$ cat src/rtl/bcm_pkg.sv
package bcm_pkg;

  // Increment that stops at a ceiling.
  function automatic int unsigned sat_inc(input int unsigned v, input int unsigned lim);
    return (v >= lim) ? lim : v + 1;
  endfunction

  // True when one more opposing sample completes a run of the given length.
  function automatic logic run_done(input int unsigned run, input int unsigned len);
    return (run + 1) >= len;
  endfunction

  function automatic logic is_rise(input logic now_lvl, input logic old_lvl);
    return now_lvl & ~old_lvl;
  endfunction

  function automatic logic is_fall(input logic now_lvl, input logic old_lvl);
    return ~now_lvl & old_lvl;
  endfunction

endpackage

$ cat src/rtl/bcm_sync.sv
module bcm_sync #(
  parameter int unsigned STAGES = 2
) (
  input  logic clk,
  input  logic rst_n,
  input  logic d_async,
  output logic lvl,
  output logic lvl_d
);
  logic [STAGES-1:0] chain;

  generate
    if (STAGES == 1) begin : g_one
      always_ff @(posedge clk or negedge rst_n) begin
        if (!rst_n) chain <= '0;
        else        chain <= d_async;
      end
    end else begin : g_many
      always_ff @(posedge clk or negedge rst_n) begin
        if (!rst_n) chain <= '0;
        else        chain <= {chain[STAGES-2:0], d_async};
      end
    end
  endgenerate

  always_ff @(posedge clk or negedge rst_n) begin
    if (!rst_n) lvl_d <= 1'b0;
    else        lvl_d <= chain[STAGES-1];
  end

  assign lvl = chain[STAGES-1];
endmodule

$ cat src/rtl/bcm_mode.sv
module bcm_mode
  import bcm_pkg::*;
#(
  parameter int unsigned EDGE_THRESH = 16,
  parameter int unsigned IDLE_FRAMES = 2
) (
  input  logic clk,
  input  logic rst_n,
  input  logic pin_rise,
  input  logic frame_rise,
  input  logic frame_fall,
  output logic ext_mode,
  output logic enter_evt,
  output logic exit_evt
);
  localparam int unsigned IDLE_LIM = IDLE_FRAMES + 1;
  localparam int unsigned ECW = $clog2(EDGE_THRESH + 1);
  localparam int unsigned ICW = $clog2(IDLE_LIM + 1);
  localparam logic [ECW-1:0] THR_V  = ECW'(EDGE_THRESH);
  localparam logic [ICW-1:0] IDLE_V = ICW'(IDLE_LIM);

  logic [ECW-1:0] ecnt, ecnt_nxt;
  logic [ICW-1:0] idle, idle_nxt;
  logic           frame_edge;

  assign frame_edge = frame_rise | frame_fall;

  always_comb begin
    if (frame_edge)    ecnt_nxt = pin_rise ? ECW'(1) : '0;
    else if (pin_rise) ecnt_nxt = ECW'(sat_inc(32'(ecnt), EDGE_THRESH));
    else               ecnt_nxt = ecnt;

    if (pin_rise)        idle_nxt = '0;
    else if (frame_rise) idle_nxt = ICW'(sat_inc(32'(idle), IDLE_LIM));
    else                 idle_nxt = idle;
  end

  assign enter_evt = pin_rise && (ecnt_nxt == THR_V);
  assign exit_evt  = ext_mode && !pin_rise && frame_rise && (idle_nxt == IDLE_V);

  always_ff @(posedge clk or negedge rst_n) begin
    if (!rst_n) begin
      ecnt     <= '0;
      idle     <= '0;
      ext_mode <= 1'b0;
    end else begin
      ecnt <= ecnt_nxt;
      idle <= idle_nxt;
      if (enter_evt)     ext_mode <= 1'b1;
      else if (exit_evt) ext_mode <= 1'b0;
    end
  end

  a_r2_enter_needs_rise: assert property (@(posedge clk) disable iff (!rst_n)
    $rose(ext_mode) |-> $past(pin_rise));
  a_r4_exit_on_quiet_frame: assert property (@(posedge clk) disable iff (!rst_n)
    $fell(ext_mode) |-> ($past(frame_rise) && !$past(pin_rise)));
  a_r3_count_bounded: assert property (@(posedge clk) disable iff (!rst_n)
    ecnt <= THR_V);
  a_r5_rise_clears_idle: assert property (@(posedge clk) disable iff (!rst_n)
    pin_rise |=> (idle == '0));
endmodule

$ cat src/rtl/bcm_deemph.sv
module bcm_deemph
  import bcm_pkg::*;
#(
  parameter int unsigned RUN_LEN = 5
) (
  input  logic clk,
  input  logic rst_n,
  input  logic pin_lvl,
  input  logic frame_fall,
  input  logic ext_mode,
  input  logic high_rate,
  output logic deemph_en,
  output logic flip_evt
);
  localparam int unsigned RCW = $clog2(RUN_LEN + 1);

  logic [RCW-1:0] run;
  logic           forced, target, oppose, agree;

  assign forced   = ext_mode | high_rate;
  assign target   = ~pin_lvl;
  assign oppose   = frame_fall && (target != deemph_en);
  assign agree    = frame_fall && (target == deemph_en);
  assign flip_evt = !forced && oppose && run_done(32'(run), RUN_LEN);

  always_ff @(posedge clk or negedge rst_n) begin
    if (!rst_n) begin
      deemph_en <= 1'b0;
      run       <= '0;
    end else if (forced) begin
      deemph_en <= 1'b0;
      run       <= '0;
    end else if (flip_evt) begin
      deemph_en <= target;
      run       <= '0;
    end else if (oppose) begin
      run <= run + RCW'(1);
    end else if (agree) begin
      run <= '0;
    end
  end

  a_r9_ext_forces_off: assert property (@(posedge clk) disable iff (!rst_n)
    ext_mode |=> !deemph_en);
  a_r10_high_rate_forces_off: assert property (@(posedge clk) disable iff (!rst_n)
    high_rate |=> !deemph_en);
  a_r6_on_from_low_fall: assert property (@(posedge clk) disable iff (!rst_n)
    $rose(deemph_en) |-> ($past(frame_fall) && !$past(pin_lvl)));
  a_r7_off_from_high_fall: assert property (@(posedge clk) disable iff (!rst_n)
    ($fell(deemph_en) && !$past(ext_mode) && !$past(high_rate)) |->
      ($past(frame_fall) && $past(pin_lvl)));
endmodule

$ cat src/rtl/bclk_mode_monitor.sv
module bclk_mode_monitor
  import bcm_pkg::*;
#(
  parameter int unsigned SYNC_STAGES = 2,
  parameter int unsigned EDGE_THRESH = 16,
  parameter int unsigned IDLE_FRAMES = 2,
  parameter int unsigned DEEMPH_RUN  = 5
) (
  input  logic clk,
  input  logic rst_n,
  input  logic shared_pin,
  input  logic frame_clk,
  input  logic high_rate,
  output logic ext_bclk_mode,
  output logic deemph_en
);
  logic pin_lvl, pin_old, frm_lvl, frm_old;
  logic pin_rise, frame_rise, frame_fall;
  logic enter_evt, exit_evt, flip_evt;

  bcm_sync #(.STAGES(SYNC_STAGES)) u_pin_sync (
    .clk(clk), .rst_n(rst_n), .d_async(shared_pin), .lvl(pin_lvl), .lvl_d(pin_old));

  bcm_sync #(.STAGES(SYNC_STAGES)) u_frm_sync (
    .clk(clk), .rst_n(rst_n), .d_async(frame_clk), .lvl(frm_lvl), .lvl_d(frm_old));

  assign pin_rise   = is_rise(pin_lvl, pin_old);
  assign frame_rise = is_rise(frm_lvl, frm_old);
  assign frame_fall = is_fall(frm_lvl, frm_old);

  bcm_mode #(.EDGE_THRESH(EDGE_THRESH), .IDLE_FRAMES(IDLE_FRAMES)) u_mode (
    .clk(clk), .rst_n(rst_n), .pin_rise(pin_rise), .frame_rise(frame_rise),
    .frame_fall(frame_fall), .ext_mode(ext_bclk_mode),
    .enter_evt(enter_evt), .exit_evt(exit_evt));

  bcm_deemph #(.RUN_LEN(DEEMPH_RUN)) u_deemph (
    .clk(clk), .rst_n(rst_n), .pin_lvl(pin_lvl), .frame_fall(frame_fall),
    .ext_mode(ext_bclk_mode), .high_rate(high_rate),
    .deemph_en(deemph_en), .flip_evt(flip_evt));

  a_r9_no_flip_in_ext: assert property (@(posedge clk) disable iff (!rst_n)
    ext_bclk_mode |-> !flip_evt);
  a_r2_mode_events_exclusive: assert property (@(posedge clk) disable iff (!rst_n)
    !(enter_evt && exit_evt));
endmodule

$ cat config.mk
export PLATFORM = sky130hd
export DESIGN_NAME = bclk_mode_monitor
export DESIGN_NICKNAME = d
export VERILOG_FILES = /design/src/rtl/bcm_pkg.sv /design/src/rtl/bcm_sync.sv /design/src/rtl/bcm_mode.sv /design/src/rtl/bcm_deemph.sv /design/src/rtl/bclk_mode_monitor.sv
export SDC_FILE = /design/constraint.sdc
export NUM_CORES = 1
export LEC_CHECK = 0
export BUFFER_PORTS_ARGS = -buffer_cell sky130_fd_sc_hd__clkbuf_2
export CORE_AREA = 2 2 46 48
export DETAILED_ROUTE_END_ITERATION = 8
export DIE_AREA = 0 0 48 50
export PLACE_DENSITY = 0.7
export SKIP_CTS_REPAIR_TIMING = 1
export SYNTH_ARGS = -nofsm -noshare
export SYNTH_HDL_FRONTEND = slang
export SYNTH_SLANG_ARGS = --single-unit
$ cat constraint.sdc
create_clock -name clk -period 1.4 [get_ports clk]
set_input_delay 0.07 -clock clk [delete_from_list [all_inputs] [get_ports clk]]
set_output_delay 0.07 -clock clk [all_outputs]
set_load 0.02 [all_outputs]
# ---- Word level (Yosys, flattened, before mapping)
# Cells that the tools add are included.
# W data, S select, Z words.
dict set report word_totals {
  reg_bits 18
  input_bits 5
  out_inout_bits 2
  word_cells 57
}
dict set report classes {
  add_sub_neg 4
  n_lt_le_gt_ge 3
  eq_ne 4
  muxes 15
  bitwise 9
  reduce_logical 13
}
# op count
set ops {}
lappend ops {{$ge A32 B3 Y1 const B} 1}
lappend ops {{$mux W5} 3}
lappend ops {{$mux W3} 4}
lappend ops {{$logic_and A1 B1 Y1} 8}
lappend ops {{$mux W2} 3}
lappend ops {{$add A5 B1 Y5 const B} 1}
lappend ops {{$eq A5 B5 Y1 const B} 1}
lappend ops {{$ge A5 B5 Y1 const B} 1}
lappend ops {{$mux W1} 5}
lappend ops {{$add A3 B1 Y4 const B} 1}
lappend ops {{$not A1 Y1} 4}
lappend ops {{$reduce_bool A2 Y1} 2}
lappend ops {{$reduce_bool A4 Y1} 1}
lappend ops {{$add A3 B1 Y3 const B} 1}
lappend ops {{$and A1 B1 Y1} 3}
lappend ops {{$add A2 B1 Y2 const B} 1}
lappend ops {{$eq A2 B2 Y1 const B} 1}
lappend ops {{$ge A2 B2 Y1 const B} 1}
lappend ops {{$logic_not A1 Y1} 2}
lappend ops {{$or A1 B1 Y1} 2}
lappend ops {{$eq A1 B1 Y1} 1}
lappend ops {{$ne A1 B1 Y1} 1}

# ---- Depth between registers and ports, before layout
dict set report depth {
  ltp_word 8
  depth_mapped 6
}

# ---- Modules after synthesis
# From an unflattened synthesis, not the netlist that was laid out.
dict set report unflattened {
  hier_cells 82
  area_unflattened_um2 892.1
}
# module n_inst cells_each area_each_um2
set modules_own_cells {}
lappend modules_own_cells {bcm_mode 1 45 450.4}
lappend modules_own_cells {bcm_deemph 1 28 270.3}
lappend modules_own_cells {bcm_sync 2 3 75.1}
lappend modules_own_cells {bclk_mode_monitor 1 3 21.3}

# ---- Least setup slack after synthesis
# Ideal clock, no wire load.
dict set report synth_timing {
  path_type {flip-flop to flip-flop}
  from {register u_deemph.run[0]}
  to {register u_deemph.run[2]}
  setup_time_ns 0.126
  t_arrival_ns 1.336
  required_time_ns 1.274
  path_slack_ns -0.062
  stages_incl_launch_ff 6
  n_path_buf 0
  synth_period_minus_slack_ns 1.462
  cell_sequence {dfrtp_1 -> ha_1 -> xnor2_1 -> o21ai_4 -> nor2_2 -> a221o_1}
}
dict set report synth_via {
  elab_chain_cells 5
}
# item line_no
set synth_rtl {}
lappend synth_rtl {{from (decl)} bcm_deemph.sv:17} ;# logic [RCW-1:0] run;
lappend synth_rtl {{from (signal assigned)} bcm_deemph.sv:37} ;# run <= run + RCW'(1);
lappend synth_rtl {{$add A3 B1 Y4} bcm_pkg.sv:10} ;# return (run + 1) >= len;
lappend synth_rtl {{$ge A32 B3 Y1} bcm_pkg.sv:10}
lappend synth_rtl {{$logic_and A1 B1 Y1} bcm_deemph.sv:24} ;# assign flip_evt = !forced && oppose && run_done(32'(run), RUN_LEN);
lappend synth_rtl {{$mux W3} bcm_deemph.sv:33} ;# end else if (flip_evt) begin
lappend synth_rtl {{$mux W3} bcm_deemph.sv:30} ;# end else if (forced) begin
# Parallel ways exist; a longest one is shown, timed or not.
# A chain may end at the register's enable or synchronous reset.

# ---- Worst setup path after layout
dict set report layout_timing {
  from {register u_deemph.run[1]}
  to {register u_deemph.run[2]}
}
# Same word-level chain as after synthesis.

==> flow_summary.rst <==
.. list-table::
   :header-rows: 1

   * - Metric
     - Value
   * - Run status
     - finished, violations left
   * - Failing checks
     - negative setup slack
   * - Post-synthesis net count
     - 98
   * - Cell type with the highest aggregate area in the netlist
     - sky130_fd_sc_hd__dfrtp_1
   * - Min Clock Period, post-route
     - 1460 ps
   * - Clock network latency to the later pin of the worst-skew pair
     - 290 ps
   * - Max stage delay cell, worst path
     - sky130_fd_sc_hd__dfrtp_2
   * - Antenna violations before repair
     - 0
   * - Required @ worst endpoint
     - 1590 ps
   * - Count of TritonRoute iterations in the first routing pass
     - 2
   * - Element type at the critical path start
     - flip-flop
   * - Relative contribution of sequential cells to total power
     - 57.7%
   * - Final total negative setup slack
     - -72.3 ps
   * - Post-route DRC
     - 0
   * - Distinct cells, synth
     - 29
   * - Row count
     - 16
   * - Detailed-route wire length per cell
     - 11.1 µm
   * - Unrepaired setup endpoints after global routing
     - true
   * - Detailed router's first-iteration violation count
     - 5
   * - Area enclosed by the die boundary
     - 2400 µm²
   * - Synth Register Bits
     - 18
   * - Internal power component
     - 0.000748 W
   * - Vias per cell
     - 4.83
   * - Clock tree from TritonCTS
     - yes
   * - Arithmetic-cell share of the synthesized area counting full adders, half adders and majority gates
     - 9.92%
   * - Number of antenna repair diodes
     - 0
   * - Via total after detailed routing
     - 633
   * - Class of the most critical setup path
     - reg -> reg
   * - Synth Warn #
     - 0
   * - Footprint of the multi-input gates
     - 432 µm²
   * - Combined buffer and inverter count along the critical path
     - 0
   * - Arrival time at the worst endpoint
     - 1650 ps
   * - Share of the clock period used by the worst path
     - 104%
   * - Maximum vdd ir drop
     - 0.817 mV
   * - Switching Fraction
     - 23.8%
   * - Total clock buffers created by CTS
     - 3
   * - Register area
     - 453 µm²
   * - Highest achievable clock rate
     - 687 MHz
   * - Global-route usage over all layers
     - 16.6%
   * - Net switching power figure
     - 0.000234 W
   * - Clock Skew
     - 2.12 ps
   * - Part of the total power dissipated in the clock network
     - 32.6%
   * - Worst slew margin relative to its limit
     - 71.1%
   * - CTS Buffer Depth
     - 2
   * - Width of the die
     - 48 µm
   * - Most area-consuming cells after synthesis
     - sky130_fd_sc_hd__dfrtp_1 (51%), sky130_fd_sc_hd__ha_1 (9.9%), sky130_fd_sc_hd__nand2_1 (4.7%)
   * - HPWL reported at the end of detailed placement
     - 1040 µm
   * - Worst min-delay path category
     - in -> reg
   * - Multiplexer share of the synthesized area
     - 0%
   * - Antenna violation net count after detailed routing
     - 0
   * - First-pass GRT wire length
     - 2750 µm
   * - Worst hold slack after final layout
     - 192 ps
   * - Power per unit of standard cell area
     - 910 nW/µm²
   * - Max incr delay on CP
     - 460 ps
   * - Clock root buffer
     - sky130_fd_sc_hd__clkbuf_4
   * - Layout Cells excl Fill
     - 131
   * - Share of synthesized cell area in and, or, nand and nor gates
     - 19.7%
   * - Max-cap check violation count
     - 0
   * - Final global-route overflow total
     - 0
   * - Number of fillers in the final layout
     - 155
   * - DP Cell Count
     - 123
   * - Number of global-route vias before repair
     - 639
   * - Average footprint of a synthesized cell
     - 10.3 µm²
   * - CTS clock-pin slew for the worst setup and hold paths
     - 100 ps
   * - Setup slack after layout
     - -55.7 ps
   * - Level count of the clock H-tree
     - 1
   * - Final setup vio count
     - 2
   * - Pin count of the biggest net entering global routing
     - 19
   * - Gate family responsible for the most delay along the worst path
     - compound AO/OA/AOI/OAI gates
   * - Dominant combinational cell family by area after synthesis
     - simple AND/OR/NAND/NOR gates
   * - Share of the yosys chip area belonging to registers
     - 51.0%
   * - Total number of clock tree sinks
     - 18
   * - Least-Margin Pin Slew
     - 433 ps
   * - Overall die height
     - 50 µm
   * - Core occupancy in the finished layout
     - 56.7%
   * - Area growth from synthesis to layout
     - 22.1%
   * - Static leakage power
     - 0.490 nW
   * - Top-area cell type share of the netlist area
     - 51.0%
   * - Maximum fanout along the worst path
     - 5
   * - Count of endpoints failing hold in the final timing report
     - 0
   * - Area fraction in compound gates after synthesis
     - 14.4%
   * - Max-slew violation count
     - 0
   * - Gate power share
     - 9.7%
   * - Effective utilization at floorplan
     - 46.4%
   * - Synthesized-area fraction occupied by xor and xnor cells
     - 1.98%
   * - Count of nets after finishing
     - 117
   * - I/O pin count
     - 7
   * - Critical path cell sequence
     - ha_4, xnor2_2, o21ai_4, nor2_2, a221o_1
   * - Detailed-route wire length
     - 1460 µm
   * - Core Area
     - 1900 µm²
   * - # port buffers
     - 6
   * - Total chip power
     - 0.000982 W
   * - Nature of the critical path endpoint
     - flip-flop
   * - Gate count after technology mapping
     - 86
   * - Fraction of final layout cells sized beyond drive strength 1
     - 23.1%
   * - Post-synth design cell area
     - 883 µm²
   * - Placer's final routability congestion estimate
     - 0.742
power groups by stage:
stage	clock [W]	sequential, W	combinational (W)
2_1_floorplan	0	0.000573	0.0000544
3_3_place_gp	0	0.000576	0.0000885
3_5_place_dp	0	0.000577	0.0000906
4_1_cts	0.000339	0.000567	0.0000909
5_1_grt	0.000355	0.000572	0.000113
6_report	0.000320	0.000567	0.0000950
placed cells by master (no fill, tap or decap):
| master | n |
|---|---|
| sky130_fd_sc_hd__dfrtp_1 | 16 |
| sky130_fd_sc_hd__nand2_1 | 11 |
| sky130_fd_sc_hd__inv_1 | 7 |
| sky130_fd_sc_hd__ha_1 | 6 |
| sky130_fd_sc_hd__clkbuf_2 | 6 |
| sky130_fd_sc_hd__nor2b_1 | 5 |
| sky130_fd_sc_hd__buf_4 | 5 |
| sky130_fd_sc_hd__a21oi_1 | 4 |
| sky130_fd_sc_hd__nand3_1 | 4 |
| sky130_fd_sc_hd__o21ai_0 | 4 |
| sky130_fd_sc_hd__nor2_1 | 3 |
| sky130_fd_sc_hd__clkbuf_4 | 3 |
| sky130_fd_sc_hd__dlygate4sd3_1 | 3 |
| sky130_fd_sc_hd__nor3_1 | 2 |
| sky130_fd_sc_hd__dfrtp_2 | 2 |
| sky130_fd_sc_hd__and2b_1 | 1 |
| sky130_fd_sc_hd__nand2b_2 | 1 |
| sky130_fd_sc_hd__or3_1 | 1 |
| sky130_fd_sc_hd__a21o_1 | 1 |
| sky130_fd_sc_hd__a21boi_1 | 1 |
| sky130_fd_sc_hd__a31oi_1 | 1 |
| sky130_fd_sc_hd__and2_1 | 1 |
| sky130_fd_sc_hd__nand3b_1 | 1 |
| sky130_fd_sc_hd__a21boi_0 | 1 |
| sky130_fd_sc_hd__o211ai_1 | 1 |
| sky130_fd_sc_hd__nor3_2 | 1 |
| sky130_fd_sc_hd__xnor2_2 | 1 |
| sky130_fd_sc_hd__o21ai_4 | 1 |
| sky130_fd_sc_hd__xnor2_1 | 1 |
| sky130_fd_sc_hd__nor2_2 | 1 |
| sky130_fd_sc_hd__nand2b_1 | 1 |
| sky130_fd_sc_hd__nor4_1 | 1 |
| sky130_fd_sc_hd__a221o_1 | 1 |
| sky130_fd_sc_hd__a31o_2 | 1 |
| sky130_fd_sc_hd__o31ai_1 | 1 |
| sky130_fd_sc_hd__a22o_1 | 1 |
| sky130_fd_sc_hd__ha_4 | 1 |
| sky130_fd_sc_hd__clkbuf_8 | 1 |
tightest hold or removal path: stages:
cell and delay [ps]:
sky130_fd_sc_hd__clkbuf_2 110, sky130_fd_sc_hd__nor2_1 60, sky130_fd_sc_hd__nand3_1 140, sky130_fd_sc_hd__o31ai_1 80
path summary, 6_finish.rpt:
kind	start	endpoint	slack [ps]	cells after the start
max	u_deemph.run[1]	u_deemph.run[2]	-60	5
min	high_rate	u_deemph.run[0]	190	4
max reg2reg	u_deemph.run[1]	u_deemph.run[2]	-60	5
min reg2reg	u_pin_sync.chain[0]	u_pin_sync.chain[1]	370	0
max in group asynchronous	rst_n	u_deemph.run[1]	840	2
min in group asynchronous	rst_n	u_mode.ecnt[3]	230	2
through the flow:
stage / area [µm²] / worst slack [ps]
2_1_floorplan: 908 / 2.00
3_3_place_gp: 1000 / -30.4
3_5_place_dp: 1000 / -52.5
4_1_cts: 1040 / -76.5
5_1_grt: 1080 / -137
6_report: 1080 / -55.7
sequential cells by signal, summed over array words and instances (netlist names):
name,flops
u_pin_sync.chain,2
u_deemph.deemph_en,1
u_deemph.run,3
u_mode.idle,2
u_pin_sync.lvl_d,1
u_frm_sync.lvl_d,1
u_frm_sync.chain,2
u_mode.ecnt,5
u_mode.ext_mode,1
cell type report:
cell class	instances	area share, %
multi-input cells	61	40.0
flip-flops and latches	18	42.0
well taps	27	3.13
inverters	7	2.44
repair buffers	14	9.05
clock buffers	4	3.36
logic make-up after synthesis:
group | Yosys count
compound gates | 18
xor+xnor | 2
fa+ha+maj | 7
buf+inv | 7
flops | 18
simple gates | 34
routing by layer:
layer	vias up	wire, µm	GRT usage [%]
met5	-	0	0
li1	328	-	-
met3	5	29	3.66
met1	293	713	23.6
met4	0	48	11.7
met2	7	664	21.8
cell usage after synthesis (all sizes together):
master	count
nor4	1
o211ai	1
and2	1
nor3	3
a31o	1
xnor2	2
nand3b	1
a22o	1
ha	7
a21oi	4
o21ai	5
a221o	1
nor2	4
o31ai	1
or3	1
inv	7
nand2b	2
a31oi	1
nand3	4
a21o	1
nand2	11
and2b	1
nor2b	5
dfrtp	18
a21boi	2
Power figures use the tool's default switching activity.
